[src/rtl/gpio_pkg.sv]
package gpio_pkg;

    // Phase of the port relative to reset
    typedef enum logic [0:0] {
        PH_STRAP = 1'b0,
        PH_RUN   = 1'b1
    } phase_e;

    // Register selected by the bus address
    typedef enum logic [1:0] {
        SEL_NONE   = 2'd0,
        SEL_ASSIGN = 2'd1,
        SEL_DIR    = 2'd2,
        SEL_DATA   = 2'd3
    } sel_e;

endpackage

[src/rtl/gpio_sync.sv]
module gpio_sync #(
    parameter int W      = 8,
    parameter int STAGES = 2
) (
    input  logic         clk,
    input  logic [W-1:0] d,
    output logic [W-1:0] q
);
    logic [W-1:0] stg [STAGES];

    always_ff @(posedge clk) begin
        stg[0] <= d;
    end

    for (genvar s = 1; s < STAGES; s++) begin : g_stage
        always_ff @(posedge clk) begin
            stg[s] <= stg[s-1];
        end
    end

    assign q = stg[STAGES-1];
endmodule

[src/rtl/gpio_phase_fsm.sv]
module gpio_phase_fsm
    import gpio_pkg::*;
(
    input  logic   clk,
    input  logic   rst,
    output phase_e phase,
    output logic   cfg_wr_en
);
    phase_e phase_nxt;

    always_ff @(posedge clk) begin
        if (rst) phase <= PH_STRAP;
        else     phase <= phase_nxt;
    end

    always_comb begin
        unique case (phase)
            PH_STRAP: phase_nxt = PH_RUN;
            PH_RUN:   phase_nxt = PH_RUN;
            default:  phase_nxt = PH_STRAP;
        endcase
    end

    always_comb begin
        unique case (phase)
            PH_STRAP: cfg_wr_en = 1'b0;
            PH_RUN:   cfg_wr_en = 1'b1;
            default:  cfg_wr_en = 1'b0;
        endcase
    end
endmodule

[src/rtl/gpio_regs.sv]
module gpio_regs
    import gpio_pkg::*;
#(
    parameter int          W          = 8,
    parameter int          AW         = 8,
    parameter logic [AW-1:0] ADDR_ASSIGN = 8'h10,
    parameter logic [AW-1:0] ADDR_DIR    = 8'h11,
    parameter logic [AW-1:0] ADDR_DATA_A = 8'h14,
    parameter logic [AW-1:0] ADDR_DATA_B = 8'h15,
    parameter logic [W-1:0]  LATCH_INIT  = '0
) (
    input  logic          clk,
    input  logic          rst,
    input  logic          strap_in,
    input  logic          cfg_wr_en,
    input  logic [AW-1:0] bus_addr,
    input  logic          bus_wr,
    input  logic [W-1:0]  bus_wdata,
    input  logic          bus_rd,
    input  logic [W-1:0]  pin_sync,
    output logic [W-1:0]  asg_q,
    output logic [W-1:0]  dir_q,
    output logic [W-1:0]  latch_q,
    output logic [W-1:0]  bus_rdata
);
    sel_e         sel;
    logic [W-1:0] data_view;
    logic [W-1:0] rd_mux;
    logic [W-1:0] latch_r = LATCH_INIT;
    logic [W-1:0] rdata_r = '0;

    always_comb begin
        if      (bus_addr == ADDR_ASSIGN) sel = SEL_ASSIGN;
        else if (bus_addr == ADDR_DIR)    sel = SEL_DIR;
        else if (bus_addr == ADDR_DATA_A || bus_addr == ADDR_DATA_B) sel = SEL_DATA;
        else                              sel = SEL_NONE;
    end

    // Configuration registers: strap load in reset, writes only in run phase
    always_ff @(posedge clk) begin
        if (rst) begin
            asg_q <= {W{strap_in}};
            dir_q <= '0;
        end else if (cfg_wr_en && bus_wr) begin
            if (sel == SEL_ASSIGN) asg_q <= bus_wdata;
            if (sel == SEL_DIR)    dir_q <= bus_wdata;
        end
    end

    // Data latch: no reset, writable at any time
    always_ff @(posedge clk) begin
        if (bus_wr && sel == SEL_DATA) latch_r <= bus_wdata;
    end
    assign latch_q = latch_r;

    // Discrete inputs show the pin, everything else shows the latch
    assign data_view = (~asg_q & ~dir_q & pin_sync) | ((asg_q | dir_q) & latch_r);

    always_comb begin
        unique case (sel)
            SEL_ASSIGN: rd_mux = asg_q;
            SEL_DIR:    rd_mux = dir_q;
            SEL_DATA:   rd_mux = data_view;
            default:    rd_mux = '0;
        endcase
    end

    always_ff @(posedge clk) begin
        if (bus_rd) rdata_r <= rd_mux;
    end
    assign bus_rdata = rdata_r;
endmodule

[src/rtl/gpio_pin_mux.sv]
module gpio_pin_mux #(
    parameter int W = 8
) (
    input  logic [W-1:0] asg,
    input  logic [W-1:0] dir,
    input  logic [W-1:0] latch,
    input  logic [W-1:0] pin_in,
    input  logic [W-1:0] alt_oe,
    input  logic [W-1:0] alt_out,
    output logic [W-1:0] pin_oe,
    output logic [W-1:0] pin_out,
    output logic [W-1:0] alt_in
);
    for (genvar i = 0; i < W; i++) begin : g_pin
        logic io_drive;
        assign io_drive   = ~asg[i] & dir[i];
        assign pin_oe[i]  = asg[i] ? alt_oe[i]  : io_drive;
        assign pin_out[i] = asg[i] ? alt_out[i] : (io_drive & latch[i]);
        assign alt_in[i]  = asg[i] & pin_in[i];
    end
endmodule

[src/rtl/gpio_strap_port.sv]
module gpio_strap_port
    import gpio_pkg::*;
#(
    parameter int          W           = 8,
    parameter int          AW          = 8,
    parameter int          SYNC_STAGES = 2,
    parameter logic [AW-1:0] ADDR_ASSIGN = 8'h10,
    parameter logic [AW-1:0] ADDR_DIR    = 8'h11,
    parameter logic [AW-1:0] ADDR_DATA_A = 8'h14,
    parameter logic [AW-1:0] ADDR_DATA_B = 8'h15,
    parameter logic [W-1:0]  LATCH_INIT  = '0
) (
    input  logic          clk,
    input  logic          rst,
    input  logic          strap_in,
    input  logic [AW-1:0] bus_addr,
    input  logic          bus_wr,
    input  logic [W-1:0]  bus_wdata,
    input  logic          bus_rd,
    output logic [W-1:0]  bus_rdata,
    input  logic [W-1:0]  pin_in,
    output logic [W-1:0]  pin_oe,
    output logic [W-1:0]  pin_out,
    input  logic [W-1:0]  alt_oe,
    input  logic [W-1:0]  alt_out,
    output logic [W-1:0]  alt_in
);
    phase_e       phase_q;
    logic         cfg_wr_en;
    logic [W-1:0] pin_sync;
    logic [W-1:0] asg_q;
    logic [W-1:0] dir_q;
    logic [W-1:0] latch_q;

    gpio_phase_fsm u_fsm (
        .clk       (clk),
        .rst       (rst),
        .phase     (phase_q),
        .cfg_wr_en (cfg_wr_en)
    );

    gpio_sync #(.W(W), .STAGES(SYNC_STAGES)) u_sync (
        .clk (clk),
        .d   (pin_in),
        .q   (pin_sync)
    );

    gpio_regs #(
        .W(W), .AW(AW),
        .ADDR_ASSIGN(ADDR_ASSIGN), .ADDR_DIR(ADDR_DIR),
        .ADDR_DATA_A(ADDR_DATA_A), .ADDR_DATA_B(ADDR_DATA_B),
        .LATCH_INIT(LATCH_INIT)
    ) u_regs (
        .clk       (clk),
        .rst       (rst),
        .strap_in  (strap_in),
        .cfg_wr_en (cfg_wr_en),
        .bus_addr  (bus_addr),
        .bus_wr    (bus_wr),
        .bus_wdata (bus_wdata),
        .bus_rd    (bus_rd),
        .pin_sync  (pin_sync),
        .asg_q     (asg_q),
        .dir_q     (dir_q),
        .latch_q   (latch_q),
        .bus_rdata (bus_rdata)
    );

    gpio_pin_mux #(.W(W)) u_mux (
        .asg     (asg_q),
        .dir     (dir_q),
        .latch   (latch_q),
        .pin_in  (pin_in),
        .alt_oe  (alt_oe),
        .alt_out (alt_out),
        .pin_oe  (pin_oe),
        .pin_out (pin_out),
        .alt_in  (alt_in)
    );
endmodule

[config.mk]
export PLATFORM = sky130hd
export DESIGN_NAME = gpio_strap_port
export DESIGN_NICKNAME = d
export VERILOG_FILES = /design/src/rtl/gpio_pkg.sv /design/src/rtl/gpio_sync.sv /design/src/rtl/gpio_phase_fsm.sv /design/src/rtl/gpio_regs.sv /design/src/rtl/gpio_pin_mux.sv /design/src/rtl/gpio_strap_port.sv
export SDC_FILE = /design/constraint.sdc
export NUM_CORES = 1
export LEC_CHECK = 0
export CAP_MARGIN = 20
export CORE_ASPECT_RATIO = 0.75
export CORE_MARGIN = 10
export CORE_UTILIZATION = 45
export DETAILED_ROUTE_END_ITERATION = 12
export PLACE_DENSITY = 0.81
export SYNTH_ARGS = -nofsm -noshare
export SYNTH_HDL_FRONTEND = slang
export SYNTH_SLANG_ARGS = --single-unit
[constraint.sdc]
create_clock -name clk -period 5.2 [get_ports clk]
set_clock_uncertainty 0.15 [all_clocks]
set_input_delay 0.52 -clock clk [delete_from_list [all_inputs] [get_ports clk]]
set_output_delay 0.52 -clock clk [all_outputs]
set_load 0.02 [all_outputs]
### After elaboration in Yosys (flattened, before gate mapping)

Memories as Yosys holds them, arrays and structs flattened.
Index checks and enable logic that the tools add are counted.

| storage, ports and cells | value |
|---|---|
| memory bits (writable) | 16 |
| memories kept | 1 |
| bits in latches | 0 |
| register bits | 33 |
| output and inout bits | 32 |
| logic and storage cells | 85 |
| bits of input ports | 45 |
| memory bits (read-only) | 0 |

Memory list:

| name | depth | width | rd ports | clocked after memory_dff | write ports | RTL line | source |
|---|---|---|---|---|---|---|---|
| u_sync.stg | 2 | 8 | 2 | 0 | 2 | gpio_sync.sv:9 | `logic [W-1:0] stg [STAGES];` |

| cells by class | value |
|---|---|
| divide/modulo/power cells | 0 |
| add/sub/neg operators | 0 |
| eq/ne operators | 7 |
| multipliers | 0 |
| bitwise operators | 40 |
| mux-type cells | 25 |
| reductions and logical operators | 7 |
| magnitude comparators | 0 |
| shift-type cells | 0 |

Operator list:

| operator | number |
|---|---|
| 8-bit by 5-bit == test with 1-bit output (second input constant) | 4 |
| 1-bit AND | 24 |
| 8-bit AND | 3 |
| 8-bit 2-to-1 mux | 3 |
| 8-bit one-hot mux with 3 select lines | 1 |
| 1-bit 2-to-1 mux | 17 |
| 8-bit NOT | 2 |
| 8-bit bitwise OR | 2 |
| 1-bit NOT | 9 |
| 2-bit 2-to-1 mux | 3 |
| 2-bit == test (second input constant) | 2 |
| 2-bit AND reduction | 2 |
| 2-bit nonzero test | 2 |
| 2-bit by 1-bit == test with 1-bit output (second input constant) | 1 |
| 1-bit logical AND | 2 |
| 1-bit one-hot mux with 2 select lines | 1 |
| 1-bit logical OR | 1 |

### Longest topological paths before layout

Gate-level depths: netlist (run 1).

| depth | value |
|---|---|
| depth in word-level cells | 9 |
| gate-level depth with buffers | 5 |
| depth with buffers taken out | 3 |

### By module

Synthesis (run 1) repeated with hierarchy kept, for this count alone.

| second synthesis, totals | value |
|---|---|
| cell total of the unflattened synthesis | 202 |
| area total of the unflattened synthesis | 2,178.3 µm² |

By module, submodules not included:

| module | instances | area each (µm²) | cells each | seq. area each (µm²) |
|---|---|---|---|---|
| gpio_regs | 1 | 1,486.4 | 135 | 880.8 |
| gpio_sync | 1 | 380.4 | 24 | 320.3 |
| gpio_pin_mux | 1 | 280.3 | 40 | 0.0 |
| gpio_phase_fsm | 1 | 31.3 | 3 | 20.0 |

### Worst setup path before layout (run 1)

No wires, ideal clock.

| path | value |
|---|---|
| kind | input port to flip-flop |
| start | input port bus_addr[2] |
| end | register u_regs.asg_q[0], enable pin |
| path slack | 3.037 ns |
| library setup time | 0.384 ns |
| path buffers | 1 |
| arrival | 1.629 ns |
| required time | 4.666 ns |
| cell stages on the path | 3 |
| path through | or2_2 > clkbuf_1 > o21ai_0 |

| on the way | value |
|---|---|
| longest elaborated chain between the ends | 8 |
| elaborated cells on any way between the ends | 11 |
| classes of those cells | eq/ne (5); mux (3); reduce/logical (3) |

Ends and longest elaborated chain:

| what | RTL line | source |
|---|---|---|
| start, declared | gpio_strap_port.sv:16 | `input logic [AW-1:0] bus_addr,` |
| 8-bit by 5-bit == test with 1-bit output | gpio_regs.sv:35 | `else if (bus_addr == ADDR_DATA_A \|\| bus_addr == ADDR_DATA_B) sel = SEL_DATA;` |
| 1-bit logical OR | gpio_regs.sv:35 |  |
| 2-bit 2-to-1 mux | gpio_regs.sv:35 |  |
| 2-bit 2-to-1 mux | gpio_regs.sv:34 | `else if (bus_addr == ADDR_DIR) sel = SEL_DIR;` |
| 2-bit 2-to-1 mux (*) | gpio_regs.sv:33 | `if (bus_addr == ADDR_ASSIGN) sel = SEL_ASSIGN;` |
| 2-bit by 1-bit == test with 1-bit output (*) | gpio_regs.sv:45 | `if (sel == SEL_ASSIGN) asg_q <= bus_wdata;` |
| 2-bit nonzero test (no line) (*) | - |  |
| 2-bit AND reduction (no line) (*) | - |  |
| end signal, assigned | gpio_regs.sv:42 | `asg_q <= {W{strap_in}};` |
| end signal, assigned | gpio_regs.sv:45 |  |
| end, declared | gpio_regs.sv:21 | `output logic [W-1:0] asg_q,` |

Every way passes the cells marked *; elsewhere a longest branch is shown, timed or not.
A chain may end at the register's enable or synchronous reset.

### Final worst setup path (run 1)

| path | value |
|---|---|
| start | input port bus_addr[7] |
| end | register u_regs.latch_r[3], in the netlist u_regs.latch_q[3], enable pin |

| on the way | value |
|---|---|
| longest elaborated chain between the ends | 7 |
| elaborated cells on any way between the ends | 10 |
| classes of those cells | eq/ne (5); mux (3); reduce/logical (2) |

Ends and longest elaborated chain:

| what | RTL line | source |
|---|---|---|
| 8-bit by 5-bit == test with 1-bit output | gpio_regs.sv:35 |  |
| 1-bit logical OR | gpio_regs.sv:35 |  |
| 2-bit 2-to-1 mux | gpio_regs.sv:35 |  |
| 2-bit 2-to-1 mux | gpio_regs.sv:34 |  |
| 2-bit 2-to-1 mux (*) | gpio_regs.sv:33 |  |
| 2-bit == test (*) | gpio_regs.sv:52 | `if (bus_wr && sel == SEL_DATA) latch_r <= bus_wdata;` |
| 1-bit logical AND (*) | gpio_regs.sv:52 |  |
| end signal, assigned | gpio_regs.sv:52 |  |
| end, declared | gpio_regs.sv:29 | `logic [W-1:0] latch_r = LATCH_INIT;` |

Marked as above.

==> flow_summary.json, run 1 <==
{
  "floorplan.die_area_um2": 7841,
  "total_power_uw": 785.8,
  "top_layer": "met4",
  "min_period_over_period_pct": 51.76,
  "holdPathEnd": "u_sync.stg[0][12]",
  "hold_viol": 0,
  "outcome": "finished clean",
  "synth_seq_area_share_pct": 58.03,
  "core_area_um2": 4493,
  "overflow": 0,
  "cp_data_required_time_ns": 4.98,
  "cts_tree": "built",
  "cts.clk_slew.worst_paths_ns": 0.08,
  "vias": 1721,
  "synth-edff-count": 24,
  "holdBufCountCts": 0,
  "slew_viol_final": 0,
  "r2r_cells": 3,
  "netlist-cell-type-count": 26,
  "synth_top_area_cell": "edfxtp_1",
  "grt_first_pass_wirelength_um": 8797,
  "post_cts_buffers": 0,
  "cts_buffers": 5,
  "p_leak_nw": 1.079,
  "cp.arrival_ns": 2.47,
  "syn_inst": 192,
  "ys.flop_type": "dfxtp_1",
  "m1WireLength_um": 2433,
  "crit_path_start_kind": "input pin",
  "r2r-end": "u_regs.bus_rdata[3]",
  "antenna_found_initial": 0,
  "r2r_setup_slack_ns": 3.63,
  "grt_max_degree": 19,
  "yosysWarnings": 0,
  "critPathKind": "in2reg",
  "maxCapViolCount": 0,
  "area_growth_pct": 41.74,
  "rsz0062_at_grt": "false",
  "wl_met2_um": 2369,
  "final.min_clock_period_ns": 2.691,
  "track_usage_pct": 13.74,
  "wl_um": 5428,
  "synth_area_um2": 2105,
  "syn_nets": 237,
  "reg2reg_from": "u_regs.asg_q[3]",
  "placementRows": 21,
  "wl_met3_um": 569,
  "p_per_area_nw_per_um2": 263.4,
  "async_reset_ff_share_pct": 0,
  "drt_iter0_markers": 171,
  "setup_violations": 0,
  "min_delay_path_depth": 0,
  "post_cts_resized": 0,
  "hold_path_class": "reg2reg",
  "ir_worst_vdd_uv": 173.4,
  "worst_pin_slew_ns": 0.8054,
  "port_buffers": 76,
  "synth_area_leaders": "edfxtp_1, dfxtp_1, nor2_1",
  "diodes": 0,
  "fill_cells": 326,
  "drive_gt1_share_pct": 11.99,
  "synthMostInstantiatedCell": "nor2_1",
  "grt_pass1_vias": 1723,
  "synthDominantCellAreaShare_pct": 34.24,
  "tns_ns": 0,
  "clk_path_buf_depth": 2,
  "hpwl_um": 4112,
  "cp_max_fo": 17,
  "fin_cells": 324,
  "min_from": "u_sync.stg[0][4]",
  "synth_area_per_cell_um2": 10.96,
  "cts.sinks": 49,
  "place_area_um2": 2892,
  "worstSetupEndpointType": "flop",
  "wl_per_cell_um": 16.75,
  "max_freq_mhz": 371.6,
  "worst_slew_margin_rel_pct": 46.11,
  "nets": 312,
  "first_pass_iters": 4,
  "placedCellCount": 316,
  "pin_count": 77,
  "synth_commonest_cells": "nor2_1, dfxtp_1, edfxtp_1",
  "design_area_um2": 2983,
  "ys_ff_latch": 49,
  "drcViolationCount": 0,
  "die_h_um": 79.23,
  "dieWidth_um": 98.97,
  "detail_route.vias_per_cell": 5.312,
  "gp_congestion": 0.7806,
  "initial_core_util_pct": 46.84,
  "insertion_delay_ns": 0.30,
  "root_buffer": "clkbuf_8",
  "ant_nets": 0,
  "hold_slack_ns": 0.1770,
  "htree_levels": 2
}
[worst max-delay path: stages]
cell	delay [ns]
clkdlybuf4s50_1	0.43
nor4b_2	0.31
nand2_1	0.43
nor2_1	0.78
[kinds of logic (layout without fill, tap and decap cells)]
family	after synthesis	in the layout	share of synthesized area, %
mux	8	8	4.281
compound gates	49	49	17.66
buf+inv	18	93	3.745
flops	49	49	58.03
simple gates	68	68	16.29
[worst max-delay path by stage]
| stage | start | end | slack, ns |
|---|---|---|---|
| after floorplan | bus_addr[2] | u_regs.asg_q[0] | 3.04 |
| after global placement | bus_addr[2] | u_regs.asg_q[7] | 2.17 |
| after detailed placement | bus_addr[2] | u_regs.asg_q[4] | 2.07 |
| after CTS | bus_addr[2] | u_regs.asg_q[2] | 2.39 |
| after global routing | bus_addr[7] | u_regs.latch_q[5] | 2.31 |
| final | bus_addr[7] | u_regs.latch_q[3] | 2.51 |
[layout by cell type, fill, tap and decap left out]
cell	count
a21oi_1	8
o311ai_2	2
clkbuf_1	1
a2111oi_0	7
nand4_1	1
inv_1	8
edfxtp_1	24
nand2b_1	1
nand4b_4	1
nand2_1	19
a2111oi_2	1
o21ai_0	17
o311ai_1	6
o41ai_1	6
mux2_2	8
nor2_1	26
o41ai_2	2
or2_2	10
buf_2	1
clkinv_1	1
clkbuf_8	6
and2_1	8
dfxtp_1	25
or4b_1	1
nor4b_2	1
clkdlybuf4s50_1	76
[layer usage]
layer | track usage [%] | vias up
met4 | 4.286 | 0
met5 | 0 | -
met1 | 17.16 | 787
met3 | 6.488 | 6
met2 | 20.52 | 72
li1 | - | 856
[sequential cells by signal, summed over array words and instances, names as in the netlist]
name	count
u_regs.asg_q	8
u_regs.dir_q	8
u_regs.bus_rdata	8
u_fsm.phase	1
u_sync.stg	16
u_regs.latch_q	8
[metrics by stage]
stage               setup WS (ns)  util, %
detailed placement          2.073    64.36
global placement            2.174    64.36
global route                2.306    66.39
floorplan                   3.037        -
CTS                         2.391    66.28
finish                      2.509    66.39
[layout make-up]
type	instances	area (um2)	share of cell area [%]
Clock buffer	7	86.33	2.894
Tap cell	57	71.32	2.391
Timing Repair Buffer	77	765.7	25.67
Inverter	9	33.78	1.133
Multi-Input combinational cell	125	804.5	26.97
Sequential cell	49	1221	40.94
[where the power goes]
| part | internal (mW) | switching (mW) |
|---|---|---|
| combinational | 0.0741 | 0.0607 |
| sequential | 0.421 | 0.0123 |
| clock | 0.105 | 0.112 |
| total | 0.601 | 0.185 |
No activity file was read; power rests on OpenSTA's default activity.
==> inputs of run 2 (changes only) <==
CORE_UTILIZATION = 44   (was 45)
PLACE_DENSITY = 0.79   (was 0.81)
clock period = 2.8 ns   (was 5.2 ns; I/O delays follow)
==> run 2 against run 1 <==
Register-to-register slack lost 2.3 ns. Global-route usage grew 0.23 points. Sequential power grew 86%. Non-clock buffer count grew 6. Critical path type is now reg2out. Critical endpoint is now pin_oe[5]. Largest cell class unchanged.
==> flow_summary.json, run 2 (same netlist as run 1, synthesis figures left out) <==
{
  "wl_um": 5665,
  "drcViolationCount": 0,
  "diodes": 0,
  "m1WireLength_um": 2742,
  "place_ws_ns": 0.5159,
  "largest_register_ffs": 16,
  "root_buffer": "clkbuf_8",
  "pwr-share-clk_pct": 28.3,
  "internal_power_mw": 1.125,
  "cp_data_required_time_ns": 2.37,
  "post_cts_buffers": 0,
  "holdPathEnd": "u_sync.stg[0][9]",
  "floorplan.die_area_um2": 7978,
  "regMostFlops": "u_sync.stg",
  "r2r-end": "u_regs.bus_rdata[1]",
  "core_area_um2": 4546,
  "drive_gt1_share_pct": 13.87,
  "worstPathCellList": "mux2_2 -> clkdlybuf4s50_1",
  "r2r_cells": 3,
  "cts_tree": "built",
  "path_delay_family": "buffers and inverters",
  "cts_buffers": 5,
  "setup_violations": 0,
  "final.min_clock_period_ns": 2.106,
  "cts.sinks": 49,
  "holdBufCountCts": 0,
  "worst_slew_margin_rel_pct": 68.99,
  "hold_slack_ns": 0.1806,
  "clk_path_buf_depth": 2,
  "min_from": "u_sync.stg[0][1]",
  "nets": 318,
  "ir_worst_vdd_uv": 336.3,
  "post_cts_resized": 0,
  "grt_max_degree": 19,
  "sequentialPowerShare_pct": 54.3,
  "overflow": 0,
  "placedCellCount": 323,
  "reg2reg_from": "u_regs.asg_q[1]",
  "antenna_found_initial": 0,
  "hold_path_class": "reg2reg",
  "top_layer": "met4",
  "path_buf_inv": 1,
  "switchingPower_uw": 357.3,
  "first_pass_iters": 5,
  "min_delay_path_depth": 0,
  "initial_core_util_pct": 46.30,
  "tns_ns": 0,
  "ant_nets": 0,
  "detail_route.vias_per_cell": 5.284,
  "critPathMaxStageDelay_ns": 0.54,
  "cp_max_fo": 7,
  "dieWidth_um": 99.86,
  "gp_congestion": 0.7528,
  "swShare_pct": 24.11,
  "wl_per_cell_um": 17.11,
  "r2r_setup_slack_ns": 1.31,
  "hold_viol": 0,
  "cp.arrival_ns": 1.68,
  "grt_pass1_vias": 1738,
  "port_buffers": 76,
  "htree_levels": 2,
  "rsz0062_at_grt": "false",
  "insertion_delay_ns": 0.30,
  "grt_first_pass_wirelength_um": 9101,
  "die_h_um": 79.90,
  "cts.clk_slew.worst_paths_ns": 0.08,
  "p_leak_nw": 1.110,
  "placementRows": 21,
  "worst_pin_slew_ns": 0.4637,
  "worstSetupEndpointType": "output port",
  "worst_slack_ns": 0.6942,
  "outcome": "finished clean",
  "mostFrequentLayoutCell": "clkdlybuf4s50_1",
  "vias": 1749,
  "max_freq_mhz": 474.9,
  "slew_viol_final": 0,
  "hpwl_um": 4329,
  "wl_met2_um": 2355,
  "crit_path_start_kind": "flop",
  "final_cell_mix": "clkdlybuf4s50_1, nor2_1, dfxtp_1",
  "combPwrFrac_pct": 17.3,
  "fin_cells": 331,
  "fill_cells": 374,
  "pin_count": 77,
  "p_per_area_nw_per_um2": 488.4,
  "track_usage_pct": 13.96,
  "maxCapViolCount": 0,
  "total_power_mw": 1.482,
  "critical_path.slowest_cell": "clkdlybuf4s50_1",
  "min_period_over_period_pct": 75.21,
  "drt_iter0_markers": 141,
  "wl_met3_um": 535,
  "critPathKind": "reg2out",
  "area_growth_pct": 44.17
}
==> run 2: changes by cell type in the layout (fill, tap and decap cells not counted), sizes merged <==
cell and change:
buf +6, clkbuf +1
==> run 2: layout make-up <==
cell class	count	area (um2)	area share [%]
Tap cell	57	71.32	2.351
Inverter	9	33.78	1.113
Multi-Input combinational cell	125	804.5	26.52
Timing Repair Buffer	83	813.3	26.80
Sequential cell	49	1221	40.25
Clock buffer	8	90.09	2.969
==> run 2: per-layer routing <==
metal | vias up | GRT usage (%)
met5 | - | 0
met4 | 0 | 2.286
met3 | 2 | 6.228
met2 | 77 | 19.74
met1 | 806 | 19.24
li1 | 864 | -
==> run 2: metrics by stage <==
step                      utilization [%]  area (um2)
after floorplan                         -        2105
after global placement              64.77        2944
after detailed placement            64.77        2944
after CTS                           66.75        3034
after global routing                66.75        3034
final                               66.75        3034
==> run 2: power by group through the flow <==
| stage | Clock [mW] | Sequential [mW] | Combinational (mW) |
|---|---|---|---|
| CTS | 0.426 | 0.805 | 0.259 |
| global placement | 0 | 0.821 | 0.253 |
| global route | 0.450 | 0.811 | 0.277 |
| detailed placement | 0 | 0.822 | 0.257 |
| finish | 0.420 | 0.805 | 0.257 |
| floorplan | 0 | 0.822 | 0.106 |
==> run 2: worst register-to-register path, cell delays in order (launching register included) <==
cell and delay, ns:
edfxtp_1 0.48, or2_2 0.35, a21oi_1 0.17, a2111oi_0 0.08
==> run 2: worst max-delay path by stage <==
stage / to / depth (start not counted) / slack [ns] / start
detailed placement: u_regs.bus_rdata[1] / 5 / 0.52 / bus_addr[7]
global route: pin_out[0] / 2 / 0.58 / u_regs.asg_q[0]
CTS: pin_out[0] / 2 / 0.67 / u_regs.asg_q[0]
finish: pin_oe[5] / 2 / 0.69 / u_regs.asg_q[5]
global placement: u_regs.bus_rdata[3] / 5 / 0.57 / bus_addr[7]
floorplan: u_regs.asg_q[0] / 3 / 0.88 / bus_addr[2]
